## src/rtl/pwmlk_pkg.sv

```systemverilog
package pwmlk_pkg;
   // bit of the control word that holds the lockout flag
   localparam int unsigned LOCK_BIT = 0;

   function automatic int unsigned ctrl_index(input int unsigned n_duty);
      return n_duty + 1;
   endfunction

   function automatic int unsigned period_index(input int unsigned n_duty);
      return n_duty;
   endfunction
endpackage

```

## src/rtl/pwmlk_lock_ctrl.sv

```systemverilog
module pwmlk_lock_ctrl (
   input  logic clk,
   input  logic rst_n,
   input  logic ctrl_hit,
   input  logic ctrl_bit,
   input  logic strobe,
   output logic lock_q,
   output logic xfer
);
   logic release_now;

   assign release_now = ctrl_hit & lock_q & ~ctrl_bit;
   assign xfer        = release_now | (~lock_q & strobe);

   always_ff @(posedge clk) begin
      if (!rst_n)        lock_q <= 1'b0;
      else if (ctrl_hit) lock_q <= ctrl_bit;
   end
endmodule

```

## src/rtl/pwmlk_shadow_reg.sv

```systemverilog
module pwmlk_shadow_reg #(
   parameter int unsigned DATA_W = 16
) (
   input  logic              clk,
   input  logic              rst_n,
   input  logic              wr_hit,
   input  logic [DATA_W-1:0] wr_data,
   input  logic              xfer,
   output logic [DATA_W-1:0] buf_q,
   output logic [DATA_W-1:0] act_q
);
   logic [DATA_W-1:0] buf_nxt;

   // a write in the transfer cycle is forwarded to the active copy
   assign buf_nxt = wr_hit ? wr_data : buf_q;

   always_ff @(posedge clk) begin
      if (!rst_n) begin
         buf_q <= '0;
         act_q <= '0;
      end else begin
         buf_q <= buf_nxt;
         if (xfer) act_q <= buf_nxt;
      end
   end
endmodule

```

## src/rtl/pwmlk_update_bank.sv

```systemverilog
module pwmlk_update_bank #(
   parameter int unsigned NUM_DUTY = 4,
   parameter int unsigned DATA_W   = 16,
   parameter int unsigned ADDR_W   = 3
) (
   input  logic                         clk,
   input  logic                         rst_n,
   input  logic                         wr_en,
   input  logic [ADDR_W-1:0]            wr_addr,
   input  logic [DATA_W-1:0]            wr_data,
   input  logic                         period_strobe,
   output logic [NUM_DUTY*DATA_W-1:0]   duty_o,
   output logic [DATA_W-1:0]            period_o
);
   import pwmlk_pkg::*;

   localparam int unsigned NUM_CH   = NUM_DUTY + 1;
   localparam int unsigned PER_IDX  = period_index(NUM_DUTY);
   localparam int unsigned CTRL_IDX = ctrl_index(NUM_DUTY);
   localparam int unsigned MIN_AW   = $clog2(CTRL_IDX + 1);

   generate
      if (NUM_DUTY < 1)      $error("NUM_DUTY must be at least 1");
      if (DATA_W < 2)        $error("DATA_W must be at least 2");
      if (ADDR_W < MIN_AW)   $error("ADDR_W too small for register map");
   endgenerate

   logic                       lock_q;
   logic                       xfer;
   logic                       ctrl_hit;
   logic [NUM_CH*DATA_W-1:0]   buf_flat;
   logic [NUM_CH*DATA_W-1:0]   act_flat;

   assign ctrl_hit = wr_en && (wr_addr == ADDR_W'(CTRL_IDX));

   pwmlk_lock_ctrl u_lock (
      .clk      (clk),
      .rst_n    (rst_n),
      .ctrl_hit (ctrl_hit),
      .ctrl_bit (wr_data[LOCK_BIT]),
      .strobe   (period_strobe),
      .lock_q   (lock_q),
      .xfer     (xfer)
   );

   for (genvar g = 0; g < NUM_CH; g++) begin : g_ch
      logic hit;
      assign hit = wr_en && (wr_addr == ADDR_W'(g));
      pwmlk_shadow_reg #(.DATA_W(DATA_W)) u_reg (
         .clk     (clk),
         .rst_n   (rst_n),
         .wr_hit  (hit),
         .wr_data (wr_data),
         .xfer    (xfer),
         .buf_q   (buf_flat[g*DATA_W +: DATA_W]),
         .act_q   (act_flat[g*DATA_W +: DATA_W])
      );
      if (g == PER_IDX) begin : g_per
         assign period_o = act_flat[g*DATA_W +: DATA_W];
      end else begin : g_duty
         assign duty_o[g*DATA_W +: DATA_W] = act_flat[g*DATA_W +: DATA_W];
      end
   end
endmodule

```

## config.mk

```make
export PLATFORM = sky130hd
export DESIGN_NAME = pwmlk_update_bank
export DESIGN_NICKNAME = d
export VERILOG_FILES = /design/src/rtl/pwmlk_pkg.sv /design/src/rtl/pwmlk_lock_ctrl.sv /design/src/rtl/pwmlk_shadow_reg.sv /design/src/rtl/pwmlk_update_bank.sv
export SDC_FILE = /design/constraint.sdc
export NUM_CORES = 1
export LEC_CHECK = 0
export ABC_AREA = 0
export CORE_MARGIN = 2
export CORE_UTILIZATION = 40
export CTS_CLUSTER_SIZE = 12
export DETAILED_ROUTE_END_ITERATION = 16
export PLACE_DENSITY = 0.63
export RECOVER_POWER = 100
export SLEW_MARGIN = 20
export SYNTH_ARGS = -nofsm -noshare
export SYNTH_HDL_FRONTEND = slang
export SYNTH_SLANG_ARGS = --single-unit
```

## constraint.sdc

```tcl
create_clock -name clk -period 1.5 [get_ports clk]
set_clock_uncertainty 0.15 [all_clocks]
set_input_delay 0.375 -clock clk [delete_from_list [all_inputs] [get_ports clk]]
set_output_delay 0.375 -clock clk [all_outputs]
set_load 0.1 [all_outputs]
```

==> flow_summary.toml <==
[cts]
clk_root_buffer_cell = "clkbuf_16"
clk_pin_slew_ns = 0.06
cts_sinks = 161
numCtsBuffers = 17
holdBufCountCts = 0
clkLatencyLatePin_ns = 0.42
tritoncts_clock_tree = "built"
h_tree_depth = 4
cts_max_path_bufs = 2

[synthesis]
post_synth_num_cell_types = 18
yosysSeqAreaShare_pct = 51.29
post-synth-top-area-fraction_pct = 51.29
synth_nets = 570
synth-warning-count = 0
avgSynthCellArea_um2 = 11.49
register_bit_count_reported_by_yosys = 161
netlist_area_um2 = 6284
synthTopCellsByArea = "dfxtp_1 51%, a221oi_2 19%, mux2i_1 13%, nor2_1 9.6%, buf_6 2.5%"
post-synth-top-area-cell = "dfxtp_1"
synthCells = 547

[placed_design]
port_buffers = 102
last_weighted_congestion_value_of_the_routability_driven_placer = 0.7698
detailedPlacementHpwl_mm = 11.00
dp_cells = 851

[power_and_ir_drop]
pwr_density_cell_nw_per_um2 = 1165
worst_ir_drop_vdd_v = 0.0008620
finalPower_mw = 11.66
leakage_nw = 3.856

[cells_and_area]
antenna_cells_inserted = 0
layout.area.seq_um2 = 3402
multiInputGateArea_um2 = 2818
final.fill_count = 1099
post_layout_nonfiller_instances = 908
num-nets-final = 707
drive_gt1_share_pct = 51.22
area_growth_syn_to_layout_pct = 59.36

[timing]
finalCriticalPeriod_ns = 1.508
report.final.slew_viol_count = 0
rsz_0062_raised_after_global_routing = "true"
timing_worst_slew_pin_value_ns = 0.3479
worst_hold_slack_ns = 0.3573
slew_limit_headroom_pct = 76.14
final-hold-violation-count = 0
final.setup.worst_slack_ns = -0.007841
fin_crit_sh_pct = 100.5
finalSetupViolations = 2
fmaxAchievable_mhz = 663.2

[critical_path]
crit_type = "reg -> reg"
crit_path_end_kind = "flop"
critical_path.startpoint_type = "flop"
critical_path_arrival_ns = 1.68
top_fanout_value_on_the_critical_path = 12
timing.critical_path.required_ns = 1.67

[route]
post_drt_wl_per_cell_um = 19.81
drt_drc_violations_left = 0
drt_pre_antenna_iters = 5
top_metal_layer_carrying_routed_signals = "met4"
routed_via_density = 5.238
detailedRoute.firstIterationViolations = 300
route.antenna.remaining_nets = 0
routed_length_on_met1_mm = 8.157
met2RoutedLength_mm = 8.901
dr_total_vias = 4756
routed-wl-met3_um = 716
drt-total-wl_mm = 17.99

[floorplanning]
die_height_um = 129.3
floorplan.core_area_um2 = 15260
num_io_pins = 103
placement_rows = 45
fp.dieArea_um2 = 16730
floorplan.initialDensity_pct = 41.18
chipWidth_um = 129.3

[flow_run]
cap_viol_max_count = 0

[global_routing]
grt_pass1_wl_mm = 27.39
global_route.usage.total_pct = 21.55
antenna_found_initial = 0
grt_pass1_vias = 4876
grt_max_degree = 39
globalRouteOverflowTotal = 0

[hold_path]
worst_hold_path_type = "reg -> reg"

[status]
failing_checks = "setup timing"
run_status = "complete, but fails checks"
==> layout make-up <==
| class | instances | share of cell area [%] |
|---|---|---|
| Sequential cell | 161 | 33.97 |
| Timing Repair Buffer | 171 | 29.10 |
| Multi-Input combinational cell | 332 | 28.14 |
| Clock buffer | 22 | 4.736 |
| Tap cell | 211 | 2.636 |
| Clock inverter | 10 | 1.324 |
| Inverter | 1 | 0.08747 |
==> where the power goes <==
| part | switching (mW) | internal [mW] |
|---|---|---|
| registers | 0.175 | 4.46 |
| clock network | 1.70 | 2.74 |
| logic | 1.56 | 1.03 |
| total | 3.43 | 8.23 |
==> flip-flops by register name, summed over array words and instances, names as in the netlist <==
name,flops
u_lock.lock_q,1
g_ch.u_reg.act_q,80
g_ch.u_reg.buf_q,80
==> cell usage in the layout, fill, tap and decap left out, types with 2 or more instances in the layout <==
cell type / synthesis / final
buf_16: 0 / 9
buf_12: 1 / 104
buf_2: 8 / 3
mux2i_2: 0 / 6
clkbuf_16: 0 / 22
bufinv_16: 0 / 3
dlygate4sd2_1: 0 / 2
clkbuf_8: 0 / 3
dfxtp_2: 0 / 50
buf_6: 14 / 4
clkdlybuf4s50_1: 0 / 16
clkinvlp_4: 0 / 3
mux2i_1: 81 / 75
buf_4: 4 / 25
dfxtp_4: 0 / 31
and4bb_1: 2 / 2
nor2_1: 161 / 161
a221oi_2: 80 / 76
clkinv_2: 0 / 4
dfxtp_1: 161 / 80
nor2b_4: 0 / 2
clkbuf_1: 26 / 2
a221oi_4: 0 / 4
==> worst max-delay path: stages (launching register included) <==
cell      delay [ns]
dfxtp_2         0.34
buf_6           0.10
nor2b_4         0.04
a21o_4          0.21
buf_12          0.14
buf_6           0.16
a221oi_2        0.26
==> metrics by stage <==
stage               setup TNS [ns]  setup WS (ns)  util (%)  instance area, um2
global route                -1.643       -0.04302     65.63               10010
finish                    -0.01170      -0.007841     65.63               10010
CTS                       -0.04210      -0.005915     64.95                9911
detailed placement         -106.09        -0.7835     58.08                8862
global placement           -100.66        -0.7266     58.08                8862
floorplan                   -3.611       -0.07078         -                6504
==> per-layer routing <==
metal  global-route usage (%)  up-vias
li1                         -     2255
met5                        0        -
met3                    4.129       20
met1                    28.71     2353
met2                    35.73      128
met4                    6.330        0
==> cells by family (layout without fill, tap and decap cells) <==
kind of cell	count (synthesis)	in the layout	synth area share (%)
and+or+nand+nor	170	170	11.01
DFF	161	161	51.29
AOI/OAI and AO/OA	81	81	19.24
muxes	81	81	12.90
buffers and inverters	54	204	5.555
==> synth_stat cells (all sizes together) <==
cell type,number
and4b,1
clkbuf,26
and4bb,3
dfxtp,161
inv,1
mux2i,81
nor2,161
buf,27
nand4b,1
a221oi,80
a21o,1
nand2,1
nor2b,2
nor4b,1
==> worst paths after layout <==
path                                 from  depth (start not counted)                       to  slack, ns
hold / removal    g_ch[3].u_reg.buf_q[11]                          2  g_ch[3].u_reg.buf_q[11]       0.36
setup / recovery            u_lock.lock_q                          6   g_ch[3].u_reg.act_q[6]     -0.008
setup reg to reg            u_lock.lock_q                          6   g_ch[3].u_reg.act_q[6]     -0.008
hold reg to reg   g_ch[3].u_reg.buf_q[11]                          2  g_ch[3].u_reg.buf_q[11]       0.36
==> repair_timing <==
item                       4_1_cts  5_1_grt
setup buffers                   14        3
resized for setup              135       19
cloned                           6        5
setup endpoints to repair      240      105
hold endpoints to repair         0        0
pin swaps                       19       26
Power figures use the tool's default switching activity.
